--- config.mk ---
export PLATFORM = sky130hd
export DESIGN_NAME = word_stack_engine
export DESIGN_NICKNAME = d
export VERILOG_FILES = /design/src/rtl/wse_pkg.sv /design/src/rtl/wse_sp_reg.sv /design/src/rtl/wse_addr_gen.sv /design/src/rtl/wse_ctrl.sv /design/src/rtl/word_stack_engine.sv
export SDC_FILE = /design/constraint.sdc
export NUM_CORES = 1
export LEC_CHECK = 0
export BUFFER_PORTS_ARGS = -buffer_cell sky130_fd_sc_hd__buf_2
export CAP_MARGIN = 40
export CORE_MARGIN = 4
export CORE_UTILIZATION = 40
export DETAILED_ROUTE_END_ITERATION = 10
export PLACE_DENSITY = 0.65
export SKIP_CTS_REPAIR_TIMING = 1
export SLEW_MARGIN = 10
export SYNTH_ARGS = -nofsm -noshare
export SYNTH_HDL_FRONTEND = slang
export SYNTH_HIERARCHICAL = 1
export SYNTH_SLANG_ARGS = --single-unit
--- constraint.sdc ---
create_clock -name clk_i -period 5.6 [get_ports clk_i]
set_input_delay 1.68 -clock clk_i [delete_from_list [all_inputs] [get_ports clk_i]]
set_output_delay 1.68 -clock clk_i [all_outputs]
set_load 0.005 [all_outputs]
--- src/rtl/wse_pkg.sv ---
package wse_pkg;
  typedef enum logic [1:0] {
    ST_IDLE   = 2'd0,
    ST_FIRST  = 2'd1,
    ST_SECOND = 2'd2,
    ST_DONE   = 2'd3
  } wse_state_e;

  typedef enum logic {
    OP_POP  = 1'b0,
    OP_PUSH = 1'b1
  } wse_op_e;
endpackage

--- src/rtl/wse_sp_reg.sv ---
module wse_sp_reg #(
  parameter int               PTR_W   = 16,
  parameter logic [PTR_W-1:0] SP_INIT = '0,
  parameter int               STEP    = 2
) (
  input  logic             clk_i,
  input  logic             rst_ni,
  input  logic             ld_i,
  input  logic [PTR_W-1:0] ld_val_i,
  input  logic             step_i,
  input  logic             dec_i,
  output logic [PTR_W-1:0] sp_o
);
  localparam logic [PTR_W-1:0] STEP_V = PTR_W'(STEP);

  logic [PTR_W-1:0] sp_q;

  always_ff @(posedge clk_i or negedge rst_ni) begin
    if (!rst_ni)     sp_q <= SP_INIT;
    else if (ld_i)   sp_q <= ld_val_i;
    else if (step_i) sp_q <= dec_i ? sp_q - STEP_V : sp_q + STEP_V;
  end

  assign sp_o = sp_q;
endmodule

--- src/rtl/wse_addr_gen.sv ---
module wse_addr_gen #(
  parameter int PTR_W     = 16,
  parameter int SEG_W     = 16,
  parameter int SEG_SHIFT = 4,
  localparam int PHYS_W   = SEG_W + SEG_SHIFT
) (
  input  logic [SEG_W-1:0]  ss_i,
  input  logic [PTR_W-1:0]  sp_i,
  input  logic              push_i,
  input  logic              second_i,
  output logic [PHYS_W-1:0] phys_o
);
  localparam logic [PTR_W-1:0] MINUS1 = '1;
  localparam logic [PTR_W-1:0] MINUS2 = MINUS1 - PTR_W'(1);
  localparam logic [PTR_W-1:0] PLUS1  = PTR_W'(1);

  logic [PTR_W-1:0]  delta;
  logic [PTR_W-1:0]  offset;
  logic [PHYS_W-1:0] base;

  // push: SP-1 then SP-2; pop: SP then SP+1
  always_comb begin
    unique case ({push_i, second_i})
      2'b10:   delta = MINUS1;
      2'b11:   delta = MINUS2;
      2'b01:   delta = PLUS1;
      default: delta = '0;
    endcase
  end

  // offset wraps inside the segment before the segment is added
  assign offset = sp_i + delta;

  generate
    if (SEG_SHIFT > 0) begin : g_shift
      assign base = {ss_i, {SEG_SHIFT{1'b0}}};
    end else begin : g_flat
      assign base = ss_i;
    end
  endgenerate

  assign phys_o = base + PHYS_W'(offset);
endmodule

--- src/rtl/wse_ctrl.sv ---
module wse_ctrl
  import wse_pkg::*;
#(
  parameter int             DST_W   = 4,
  parameter logic [DST_W-1:0] CS_CODE = 4'd9
) (
  input  logic             clk_i,
  input  logic             rst_ni,
  input  logic             ld_i,
  input  logic             push_req_i,
  input  logic             pop_req_i,
  input  logic [DST_W-1:0] pop_dst_i,
  output wse_state_e       state_o,
  output wse_op_e          op_o,
  output logic             start_o,
  output logic             err_o
);
  wse_state_e state_q, state_d;
  wse_op_e    op_q;
  logic       reject;
  logic       err_q;

  always_comb begin
    state_d = state_q;
    start_o = 1'b0;
    reject  = 1'b0;
    unique case (state_q)
      ST_IDLE: begin
        if (!ld_i) begin
          if (push_req_i) begin
            state_d = ST_FIRST;
            start_o = 1'b1;
          end else if (pop_req_i) begin
            if (pop_dst_i == CS_CODE) begin
              reject = 1'b1;
            end else begin
              state_d = ST_FIRST;
              start_o = 1'b1;
            end
          end
        end
      end
      ST_FIRST:  state_d = ST_SECOND;
      ST_SECOND: state_d = ST_DONE;
      default:   state_d = ST_IDLE;
    endcase
  end

  always_ff @(posedge clk_i or negedge rst_ni) begin
    if (!rst_ni) begin
      state_q <= ST_IDLE;
      op_q    <= OP_POP;
      err_q   <= 1'b0;
    end else begin
      state_q <= state_d;
      err_q   <= reject;
      if (start_o) op_q <= push_req_i ? OP_PUSH : OP_POP;
    end
  end

  assign state_o = state_q;
  assign op_o    = op_q;
  assign err_o   = err_q;
endmodule

--- src/rtl/word_stack_engine.sv ---
module word_stack_engine
  import wse_pkg::*;
#(
  parameter int               PTR_W     = 16,
  parameter int               SEG_W     = 16,
  parameter int               SEG_SHIFT = 4,
  parameter int               BYTE_W    = 8,
  parameter int               DST_W     = 4,
  parameter logic [DST_W-1:0] CS_CODE   = 4'd9,
  parameter logic [PTR_W-1:0] SP_INIT   = '0,
  localparam int              WORD_W    = 2 * BYTE_W,
  localparam int              PHYS_W    = SEG_W + SEG_SHIFT
) (
  input  logic              clk_i,
  input  logic              rst_ni,
  input  logic [SEG_W-1:0]  ss_i,
  input  logic              sp_ld_i,
  input  logic [PTR_W-1:0]  sp_ld_val_i,
  input  logic              push_req_i,
  input  logic [WORD_W-1:0] push_data_i,
  input  logic              pop_req_i,
  input  logic [DST_W-1:0]  pop_dst_i,
  output logic [PTR_W-1:0]  sp_o,
  output logic              busy_o,
  output logic              done_o,
  output logic              err_o,
  output logic [WORD_W-1:0] pop_data_o,
  output logic [DST_W-1:0]  pop_dst_o,
  output logic [PHYS_W-1:0] mem_addr_o,
  output logic [BYTE_W-1:0] mem_wdata_o,
  output logic              mem_we_o,
  output logic              mem_re_o,
  input  logic [BYTE_W-1:0] mem_rdata_i
);
  wse_state_e state;
  wse_op_e    op;
  logic       start;
  logic       idle;
  logic       in_byte;
  logic       second;
  logic       is_push;

  logic [WORD_W-1:0] word_q;
  logic [BYTE_W-1:0] lo_q;
  logic [DST_W-1:0]  dst_q;
  logic [WORD_W-1:0] pop_data_q;
  logic [DST_W-1:0]  pop_dst_q;

  assign idle    = (state == ST_IDLE);
  assign second  = (state == ST_SECOND);
  assign in_byte = (state == ST_FIRST) || second;
  assign is_push = (op == OP_PUSH);

  wse_ctrl #(
    .DST_W   (DST_W),
    .CS_CODE (CS_CODE)
  ) u_ctrl (
    .clk_i      (clk_i),
    .rst_ni     (rst_ni),
    .ld_i       (sp_ld_i),
    .push_req_i (push_req_i),
    .pop_req_i  (pop_req_i),
    .pop_dst_i  (pop_dst_i),
    .state_o    (state),
    .op_o       (op),
    .start_o    (start),
    .err_o      (err_o)
  );

  wse_sp_reg #(
    .PTR_W   (PTR_W),
    .SP_INIT (SP_INIT),
    .STEP    (WORD_W / BYTE_W)
  ) u_sp (
    .clk_i    (clk_i),
    .rst_ni   (rst_ni),
    .ld_i     (sp_ld_i && idle),
    .ld_val_i (sp_ld_val_i),
    .step_i   (second),
    .dec_i    (is_push),
    .sp_o     (sp_o)
  );

  wse_addr_gen #(
    .PTR_W     (PTR_W),
    .SEG_W     (SEG_W),
    .SEG_SHIFT (SEG_SHIFT)
  ) u_addr (
    .ss_i     (ss_i),
    .sp_i     (sp_o),
    .push_i   (is_push),
    .second_i (second),
    .phys_o   (mem_addr_o)
  );

  always_ff @(posedge clk_i or negedge rst_ni) begin
    if (!rst_ni) begin
      word_q     <= '0;
      lo_q       <= '0;
      dst_q      <= '0;
      pop_data_q <= '0;
      pop_dst_q  <= '0;
    end else begin
      if (start && push_req_i)  word_q <= push_data_i;
      if (start && !push_req_i) dst_q  <= pop_dst_i;
      if (!is_push && state == ST_FIRST) lo_q <= mem_rdata_i;
      if (!is_push && second) begin
        pop_data_q <= {mem_rdata_i, lo_q};
        pop_dst_q  <= dst_q;
      end
    end
  end

  assign mem_we_o    = is_push && in_byte;
  assign mem_re_o    = !is_push && in_byte;
  assign mem_wdata_o = second ? word_q[BYTE_W-1:0] : word_q[WORD_W-1:BYTE_W];
  assign busy_o      = !idle;
  assign done_o      = (state == ST_DONE);
  assign pop_data_o  = pop_data_q;
  assign pop_dst_o   = pop_dst_q;
endmodule

Word level (Yosys, flattened, before mapping) --
Cells that the tools add are included. W data, S select, Z words.
Word-level totals: flip-flop bits (word level) 68, latch bits 0, RAM bits 0, memory bits (read-only) 0, input port bits 65, output and inout bits 69, word-level logic and storage cells 58, memories kept 0
Operators by class: $add $sub $neg 4, multiply operators 0, div/mod/pow operators 0, order comparisons 0, equality and inequality tests 10, shift-type cells 0, mux-type cells 21, bitwise gates (word level) 0, reduce and logical (&&, ||, !) cells 14
Operators by type and width (number):
- $mux W16 | 3
- $pmux W16 S3 | 1
- $add A20 B16 Y20 | 1
- $add A16 B16 Y16 | 1
- $add A16 B2 Y16 const B | 1
- $sub A16 B2 Y16 const B | 1
- $mux W1 | 11
- $eq A2 B2 Y1 const B | 4
- $mux W2 | 4
- $mux W8 | 1
- $logic_and A1 B1 Y1 | 7
- $ne A3 B3 Y1 const B | 2
- $pmux W2 S3 | 1
- $eq A2 B1 Y1 const B | 2
- $eq A4 B4 Y1 const B | 1
- $logic_not A1 Y1 | 3
- $reduce_and A3 Y1 | 1
- $logic_not A2 Y1 | 1
- $ne A2 B2 Y1 const B | 1
- $reduce_bool A2 Y1 | 1
- $logic_or A1 B1 Y1 | 1

Depth between registers and ports, before layout --
Gate-level depths: netlist (run 1).
depth after elaboration 7, depth in mapped cells 20

Modules after synthesis --
The synthesis (run 1) kept the hierarchy.
Modules (own cells, without submodules):
- word_stack_engine | instances 1, cells each 123, area each 2070.7 sq um
- wse_addr_gen | instances 1, cells each 210, area each 1450.1 sq um
- wse_sp_reg | instances 1, cells each 167, area each 1422.6 sq um
- wse_ctrl | instances 1, cells each 25, area each 285.3 sq um

Worst setup path before layout (run 1) --
No wires, ideal clock.
path kind flip-flop to output port, start point reg u_ctrl.state_q[0] (netlist: u_ctrl/state_o[0]), end point out mem_addr_o[17], arrival 4.151 ns, slack -0.231 ns, cell stages (with the launch flop) 21, path buffers 2, cells stage by stage dfrtp_1 > inv_1 > ha_1 > inv_1 > ha_1 > nor2_4 > inv_2 > clkbuf_1 > ha_1 > nand3_1 > or4_1 > a2111o_1 > o211ai_2 > xor2_1 > ha_1 > clkbuf_1 > a21oi_1 > o211a_1 > nor2_1 > a311oi_1 > nand3_1
Between the ends: longest elaborated chain between the ends 5, elaborated cells between the ends (all ways) 7, those cells by class 2 x add/sub; 4 x eq/ne; 1 x mux
Ends and longest elaborated chain:
- from (decl) | RTL line wse_ctrl.sv:18 | wse_state_e state_q, state_d;
- from (signal assigned) | RTL line wse_ctrl.sv:55 | state_q <= state_d;
- $eq A2 B2 Y1 * | RTL line word_stack_engine.sv:50 | assign second = (state == ST_SECOND);
- net second | RTL line word_stack_engine.sv:40 | logic second;
- $eq A2 B1 Y1 or $eq A2 B2 Y1 (tied branches) | RTL line wse_addr_gen.sv:23 | unique case ({push_i, second_i})
- $pmux W16 S3 * | RTL line wse_addr_gen.sv:23
- $add A16 B16 Y16 * | RTL line wse_addr_gen.sv:32 | assign offset = sp_i + delta;
- $add A20 B16 Y20 * | RTL line wse_addr_gen.sv:42 | assign phys_o = base + PHYS_W'(offset);
- to (decl) | RTL line word_stack_engine.sv:29 | output logic [PHYS_W-1:0] mem_addr_o,
Mark *: on every way through the listed nets, which the timed path passes. The rest lies on a longest branch.

Worst setup path in the final report (run 1) --
start point reg u_ctrl.state_q[0] (netlist: u_ctrl/state_o[0]), end point out mem_addr_o[18]
Same word-level chain as after synthesis.

==> flow_summary.yaml, run 1 <==
worst_setup_path:
  worst-path-max-fanout: 4
  startpoint: "u_ctrl/state_o[0]"
  critPathLaunchType: "flip-flop"
  cp_slowest_cell: "dfrtp_1"
  r2r_setup_slack_ns: 2.62
  r2r_cells: 9
  crit_path_end_kind: "primary output"
  crit_type: "flip-flop to primary output"
  crit_buf_inv: 5
  r2r-end: "u_sp/sp_o[15]"
  rr_startpoint: "u_sp/sp_o[1]"
  cp_top_family: "adder cells"
  crit_arrival_ns: 4.13
  cp_cell_sequence: "inv_2 > ha_4 > inv_1 > ha_4 > inv_2 > ha_4 > ha_2 > or3_1 > o32ai_2 > xor2_1 > ha_2 > inv_2 > fa_2 > nor2b_2 > o211ai_1 > a21oi_2 > o2111ai_2 > xnor2_1 > buf_2"
  crit_path_max_incr_delay_ns: 0.38
  critPathRequiredTime_ns: 3.92
timing:
  worst_slew_pin_slew_ns: 0.729
  whs_ns: 0.500
  final-setup-viol-count: 6
  post-route-period-util_pct: 104
  timing.fmax_mhz: 172
  clock_skew_ns: 0.00885
  final-hold-violation-count: 0
  rsz0062_at_grt: "yes"
  final.min_clock_period_ns: 5.81
  slew_viol_final: 0
  slew_headroom_pct: 51.3
  finalWorstSetupSlack_ns: -0.208
finish:
  drive_gt1_share_pct: 42.8
  diodes: 0
  final_cells: 862
  fin_nets: 792
  synthToLayoutAreaGrowth_pct: 31.2
clock_tree:
  clock_latency_ns: 0.33
  cts_tree: "done"
  cts.clk_slew.worst_paths_ns: 0.05
  htreeDepth: 3
  cts_buffer_depth: 2
  root_buffer: "clkbuf_16"
  cts.sink_count: 68
  numCtsBuffers: 9
yosys:
  synthCells: 525
  synthArstFlopShare_pct: 100
  synth_warnings: 6
  synth.area.top_cells: "dfrtp_1, ha_1, mux2_2, mux2_4, xnor2_1"
  ys_seq_elements: 68
  synth-edff-count: 0
  ys_seq_area_share_pct: 32.5
  yosysTopAreaCell: "dfrtp_1"
  ys.flop_type: "dfrtp_1"
  syn_area_mm2: 0.00523
  synth.distinct_cells: 74
  synth_top_area_share_pct: 32.5
  synth_nets: 632
  avgSynthCellArea_um2: 9.96
placed_design:
  dp.final_hpwl_um: 10400
  place_inst: 835
  port_buffers: 133
  place_congestion: 0.845
  pre_cts_slack_ns: -0.0761
worst_hold_path:
  hold_depth: 1
  hp-start: "word_q[8]"
  hp-class: "flip-flop to flip-flop"
  min_to: "word_q[8]"
die:
  pin_count: 134
  dieArea_mm2: 0.0150
  start_util_pct: 41.1
  rows: 41
  die_height_um: 122
  core_mm2: 0.0127
  dieWidth_um: 122
routing:
  viasPerCell: 5.45
  routed_wl_um: 13800
  vias: 4694
  first_pass_iters: 5
  remaining_drc_errors: 0
  antenna_left: 0
  wl_per_cell_um: 16.0
  drt_iter0_drc: 219
grt:
  antenna_found_initial: 0
  grt_pass1_wl_um: 22000
  grt_max_degree: 35
  overflow: 0
  track_usage_pct: 18.1
  first_global_vias: 4614
run_status:
  outcome: "finished, violations left"
  failed_checks: "negative setup slack"
flow_run:
  cap_violations: 0
## Yosys cell counts, drive strengths merged (3+ instances only)
library cell and count:
dfrtp 68, mux2 60, ha 40, nand2 36
o21ai 33, nor2 25, a21oi 23, inv 21
nand3 20, xnor2 20, nor3 12, xor2 12
buf 10, a211oi 9, clkbuf 9, nor2b 9
a21o 8, nand4 7, o21a 6, and2 5
and3 5, nand2b 5, o211ai 5, a31oi 4
mux2i 4, o2111ai 4, o21bai 4, or3 4
or4 4, a2bb2oi 3, and3b 3, and4 3
nand3b 3, nand4b 3, nor4 3, o22ai 3
## routing by layer
| metal | GRT usage [%] | share of wire, % |
|---|---|---|
| met1 | 22.3 | 44 |
| met2 | 31.2 | 48 |
| met3 | 4.70 | 6.4 |
| met4 | 5.18 | 1.9 |
| met5 | 0 | 0 |
## layout make-up
cell class,count,area (um^2)
multi-input cells,417,3590
repair buffers,168,948
well taps,172,215
clock inverters,6,88.8
fillers,1177,5860
clock buffers,10,229
inverters,21,81.3
flip-flops and latches,68,1700
## worst max path at each step
stage | end | slack [ns] | cells after the start
6_report | mem_addr_o[18] | -0.21 | 19
5_1_grt | mem_addr_o[18] | -0.43 | 19
4_1_cts | mem_addr_o[18] | -0.48 | 19
3_5_place_dp | mem_addr_o[18] | -0.08 | 19
3_3_place_gp | mem_addr_o[18] | 0.08 | 19
2_1_floorplan | mem_addr_o[17] | -0.06 | 20
## per-stage QoR
stage	setup TNS (ns)	utilization, %	area (um^2)
after detailed placement	-0.228	48.9	6230
after global routing	-2.30	53.9	6860
after floorplan	-0.0568	-	5260
after global placement	0	48.8	6210
after CTS	-3.04	51.4	6550
final	-0.701	53.9	6860
## cells by family (layout without fill, tap and decap cells)
kind of cell	after synthesis	in the layout	synth area share (%)
flip-flops	68	68	32.5
AND/OR/NAND/NOR	155	155	16.9
AO/OA/AOI/OAI	124	124	16.2
buffers and inverters	40	205	3.54
multiplexers	64	64	15.2
adder cells (fa/ha/maj)	42	42	10.3
XOR/XNOR	32	32	5.36
## sequential cells by signal, indices dropped and copies added (netlist names), 2 cells and up
| register | count |
|---|---|
| pop_data_o | 16 |
| dst_q | 4 |
| lo_q | 8 |
| word_q | 16 |
| pop_dst_o | 4 |
| u_sp/sp_o | 16 |
| u_ctrl/state_o | 2 |
## placed cells by master (no fill, tap or decap), types with 5 or more instances in the layout
| master | instances |
|---|---|
| nor2b_1 | 7 |
| o21ai_1 | 9 |
| a21oi_1 | 18 |
| o21ai_0 | 23 |
| nor3_1 | 11 |
| a21o_1 | 8 |
| and2_1 | 5 |
| buf_4 | 32 |
| xnor2_1 | 19 |
| buf_2 | 133 |
| nand4_1 | 7 |
| nand2_1 | 35 |
| xor2_1 | 11 |
| a211oi_1 | 5 |
| nand3_1 | 17 |
| mux2_2 | 39 |
| o21a_1 | 5 |
| inv_1 | 17 |
| nor2_1 | 22 |
| mux2_4 | 21 |
| ha_1 | 29 |
| and3_1 | 5 |
| dfrtp_1 | 68 |
| clkbuf_16 | 9 |
| ha_4 | 9 |
Power of run 1 is left out: the tool's default activity adds up to more than one toggle a clock period on the data nets, which glitch-free logic cannot reach.
==> inputs of run 2 (changes only) <==
CELL_PAD_IN_SITES_DETAIL_PLACEMENT = 1   (was unset)
CELL_PAD_IN_SITES_GLOBAL_PLACEMENT = 2   (was unset)
CORE_UTILIZATION = 30   (was 40)
PLACE_DENSITY = unset   (was 0.65)
PLACE_DENSITY_LB_ADDON = 0.1   (was unset)
==> run 2 against run 1 <==
The flow still finishes with violations (negative setup slack); hold slack improved by 0.0015 ns; utilization down 14 points; flip-flop and latch count did not move; highest routed layer unchanged; non-clock buffer count rose by 10; cell count rose by 7.3%; clock skew barely moved; count of clock-buffer cells in the layout shrank 1.
==> flow_summary.yaml, run 2 (synthesized netlist as in run 1, its figures left out) <==
run_status:
  outcome: "finished, violations left"
  failed_checks: "negative setup slack"
routing:
  routed_wl_um: 16100
  remaining_drc_errors: 0
  viasPerCell: 5.11
  wl_per_cell_um: 17.5
  drt_iter0_drc: 125
  vias: 4730
  antenna_left: 0
  first_pass_iters: 4
worst_setup_path:
  crit_type: "flip-flop to primary output"
  worst-path-max-fanout: 5
  rr_startpoint: "u_ctrl/op_o"
  cp_slowest_cell: "dfrtp_1"
  r2r_cells: 9
  cp_common_cell: "ha_4"
  r2r-end: "u_sp/sp_o[11]"
  crit_path_max_incr_delay_ns: 0.42
  crit_arrival_ns: 4.12
  startpoint: "u_ctrl/state_o[1]"
  r2r_setup_slack_ns: 2.82
  cp_cell_sequence: "ha_4 > buf_6 > ha_4 > nor2_4 > inv_4 > ha_4 > nand3_4 > or4_4 > a2111o_1 > o211ai_2 > xor2_1 > ha_1 > a21oi_2 > buf_4 > nand4b_1 > o2111ai_2 > xnor2_1 > buf_2"
  crit_path_end_kind: "primary output"
  critPathLaunchType: "flip-flop"
  critPathRequiredTime_ns: 3.92
timing:
  post-route-period-util_pct: 104
  slew_headroom_pct: 48.4
  final-hold-violation-count: 0
  clock_skew_ns: 0.00848
  finalWorstSetupSlack_ns: -0.198
  final.min_clock_period_ns: 5.80
  timing.fmax_mhz: 172
  rsz0062_at_grt: "yes"
  worst_slew_pin_slew_ns: 0.772
  slew_viol_final: 0
  final-setup-viol-count: 6
finish:
  drive_gt1_share_pct: 42.6
  postLayoutCoreUtil_pct: 40.2
  fin_nets: 802
  synthToLayoutAreaGrowth_pct: 32.2
  nFillCells: 2019
  final_common_cell: "buf_2"
  diodes: 0
  final_cell_mix: "buf_2, dfrtp_1, buf_4"
worst_hold_path:
  min_to: "word_q[10]"
  hp-class: "flip-flop to flip-flop"
  hp-start: "word_q[10]"
  hold_depth: 1
die:
  dieWidth_um: 140
  die_height_um: 140
  core_mm2: 0.0172
  rows: 48
  dieArea_mm2: 0.0196
  start_util_pct: 30.4
  pin_count: 134
placed_design:
  place_congestion: 0.820
  dp.final_hpwl_um: 12400
  port_buffers: 133
clock_tree:
  cts_buffer_depth: 2
  cts.clk_slew.worst_paths_ns: 0.07
  cts_tree: "done"
  htreeDepth: 3
  numCtsBuffers: 9
  clock_latency_ns: 0.33
  root_buffer: "clkbuf_16"
  cts.sink_count: 68
grt:
  overflow: 0
  track_usage_pct: 16.2
  grt_max_degree: 35
  antenna_found_initial: 0
  first_global_vias: 4973
  grt_pass1_wl_um: 26100
flow_run:
  cap_violations: 0
==> run 2: changes by cell type in the layout (fill, tap and decap cells not counted), moves of 2 or more <==
| cell | delta |
|---|---|
| buf_4 | +10 |
| ha_4 | -4 |
| inv_6 | +3 |
| ha_1 | +2 |
| ha_2 | +2 |
| inv_1 | +2 |
| inv_2 | -2 |
==> run 2: cell type report <==
type                            instances  area [um^2]  share of cell area, %
Sequential cell                        68         1700                   24.6
Tap cell                              225          282                   4.07
Multi-Input combinational cell        417         3520                   50.9
Inverter                               21         81.3                   1.18
Timing Repair Buffer                  178         1020                   14.8
Clock buffer                            9          225                   3.26
Clock inverter                          7         82.6                   1.19
==> run 2: per-layer routing <==
layer	track usage, %	vias to the layer above	part of all wire (%)
li1	-	2295	-
met1	21.3	2316	45
met2	27.0	108	48
met3	4.34	11	5.7
met4	3.16	0	1.1
met5	0	-	0
==> run 2: worst max path at each step <==
stage | endpoint | slack, ns | cells after the start
CTS | mem_addr_o[17] | -0.42 | 19
finish | mem_addr_o[18] | -0.20 | 18
global placement | mem_addr_o[18] | 0.08 | 20
floorplan | mem_addr_o[17] | -0.06 | 20
global route | mem_addr_o[18] | -0.44 | 19
detailed placement | mem_addr_o[17] | -0.03 | 19
==> run 2: worst max-delay path, delay by kind of cell, from the launching register on <==
family | cells | cell delay (ns)
and+or+nand+nor | 4 | 0.81
adders and majority gates | 4 | 0.94
AOI/OAI and AO/OA | 4 | 0.79
xor gates and xnor gates | 2 | 0.35
buffers and inverters | 4 | 0.46
DFF | 1 | 0.42
==> run 2: through the flow <==
stage / std cells / instance area, um^2 / hold slack (ns) / setup WS (ns) / setup TNS, ns
2_1_floorplan: 525 / 5260 / 0.474 / -0.0568 / -0.0568
3_3_place_gp: 899 / 6360 / 0.482 / 0.0774 / 0
3_5_place_dp: 900 / 6380 / 0.488 / -0.0342 / -0.0749
4_1_cts: 916 / 6690 / 0.507 / -0.417 / -3.09
5_1_grt: 925 / 6910 / 0.511 / -0.440 / -2.78
6_report: 925 / 6910 / 0.502 / -0.198 / -0.751
Power of run 2 is left out for the same reason.
==> inputs of run 3 (changes only) <==
SETUP_SLACK_MARGIN = 0.05   (was unset)
==> run 3 against run 2 <==
The run still ends with negative setup slack left; flip-flop and latch count did not move; global-route usage increased by 0.17 points; first-iteration DRC count rose by 3.2%; hold slack better by 0.0040 ns; sequential share of layout area down 0.38 points; routed wire length increased by 2.7%; count of clock-buffer cells in the layout unchanged; non-clock buffer count down 3; register-to-register slack gained 0.07 ns; critical path type unchanged.
==> flow_summary.yaml, run 3 (synthesized netlist as in run 1, its figures left out) <==
run_status:
  outcome: "finished, violations left"
  failed_checks: "negative setup slack"
die:
  core_mm2: 0.0172
  die_height_um: 140
  start_util_pct: 30.4
  dieArea_mm2: 0.0196
  rows: 48
  pin_count: 134
  dieWidth_um: 140
timing:
  final-setup-viol-count: 7
  timing.fmax_mhz: 169
  post-route-period-util_pct: 105
  worst_slew_pin_slew_ns: 0.787
  finalWorstSetupSlack_ns: -0.303
  clock_skew_ns: 0.00773
  slew_headroom_pct: 47.5
  rsz0062_at_grt: "yes"
  final-hold-violation-count: 0
  final.min_clock_period_ns: 5.90
  slew_viol_final: 0
routing:
  first_pass_iters: 4
  top_layer: "met4"
  wl_met1_um: 7440
  antenna_left: 0
  wl_per_cell_um: 18.0
  routed_wl_um: 16600
  wl_met2_um: 8150
  viasPerCell: 5.08
  drt_iter0_drc: 129
  wl_met3_um: 861
  vias: 4682
  remaining_drc_errors: 0
grt:
  track_usage_pct: 16.4
  overflow: 0
  first_global_vias: 4907
  grt_pass1_wl_um: 26200
  grt_max_degree: 36
  antenna_found_initial: 0
worst_setup_path:
  worst-path-max-fanout: 5
  crit_path_end_kind: "primary output"
  crit_type: "flip-flop to primary output"
  r2r_setup_slack_ns: 2.89
  r2r_cells: 9
  r2r-end: "u_sp/sp_o[15]"
  crit_arrival_ns: 4.22
  rr_startpoint: "u_sp/sp_o[1]"
  critPathRequiredTime_ns: 3.92
  critPathLaunchType: "flip-flop"
worst_hold_path:
  min_to: "pop_data_o[9]"
  hold_depth: 1
  hp-start: "pop_data_o[9]"
  hp-class: "flip-flop to flip-flop"
finish:
  final_cell_mix: "buf_2, dfrtp_1, mux2_2"
  stdcell_area_mm2: 0.00702
  diodes: 0
  final_cells: 922
  synthToLayoutAreaGrowth_pct: 34.3
  postLayoutCoreUtil_pct: 40.9
  final_common_cell: "buf_2"
  fin_nets: 799
  nFillCells: 1994
  drive_gt1_share_pct: 43.5
placed_design:
  dp.final_hpwl_um: 12500
  place_area_mm2: 0.00638
  place_inst: 900
  place_congestion: 0.812
  port_buffers: 133
clock_tree:
  clock_latency_ns: 0.33
  numCtsBuffers: 9
  cts_buffer_depth: 2
  cts.clk_slew.worst_paths_ns: 0.07
  root_buffer: "clkbuf_16"
  cts_tree: "done"
  htreeDepth: 3
  cts.sink_count: 68
flow_run:
  cap_violations: 0
run 3: worst max path at each step:
| stage | startpoint | end | slack [ns] | cells past startpoint |
|---|---|---|---|---|
| final | u_ctrl/state_o[1] | mem_addr_o[18] | -0.30 | 19 |
| after global routing | u_ctrl/state_o[1] | mem_addr_o[18] | -0.52 | 19 |
| after CTS | u_ctrl/state_o[0] | mem_addr_o[18] | -0.48 | 19 |
| after detailed placement | u_ctrl/state_o[0] | mem_addr_o[18] | -0.07 | 19 |
| after global placement | u_ctrl/state_o[0] | mem_addr_o[18] | 0.09 | 20 |
| after floorplan | u_ctrl/state_o[0] | mem_addr_o[17] | -0.02 | 20 |
run 3: stage by stage:
step                      hold WS (ns)  TNS, ns  setup WS (ns)
after detailed placement         0.489  -0.0776        -0.0735
after global routing             0.524    -3.21         -0.519
after CTS                        0.508    -2.98         -0.477
after global placement           0.482        0         0.0879
final                            0.506    -1.43         -0.303
after floorplan                  0.474  -0.0197        -0.0197
run 3: area by class of cell:
class	instances	area [um^2]	share of cell area [%]
tap	225	282	4.01
inverter	21	86.3	1.23
clock inverter	7	82.6	1.18
clock buffer	9	225	3.21
multi-input combinational	417	3620	51.6
timing repair buffer	175	1020	14.5
sequential	68	1700	24.2
run 3: routing by layer:
layer / vias up / GRT usage, %
li1: 2281 / -
met1: 2287 / 21.6
met2: 105 / 27.5
met3: 9 / 3.79
met4: 0 / 3.42
met5: - / 0
run 3: worst max-delay path: stages, from the launching register on:
cell	delay, ns
dfrtp_1	0.42
ha_4	0.19
buf_6	0.12
ha_4	0.15
nor2_4	0.17
buf_12	0.14
inv_8	0.04
ha_4	0.28
nand3_4	0.07
or4_4	0.40
a2111o_1	0.30
o211ai_2	0.10
xor2_2	0.25
ha_4	0.26
a21oi_4	0.17
buf_4	0.13
nand4b_1	0.17
o2111ai_4	0.27
xnor2_2	0.14
buf_2	0.14
Power of run 3 is left out for the same reason.
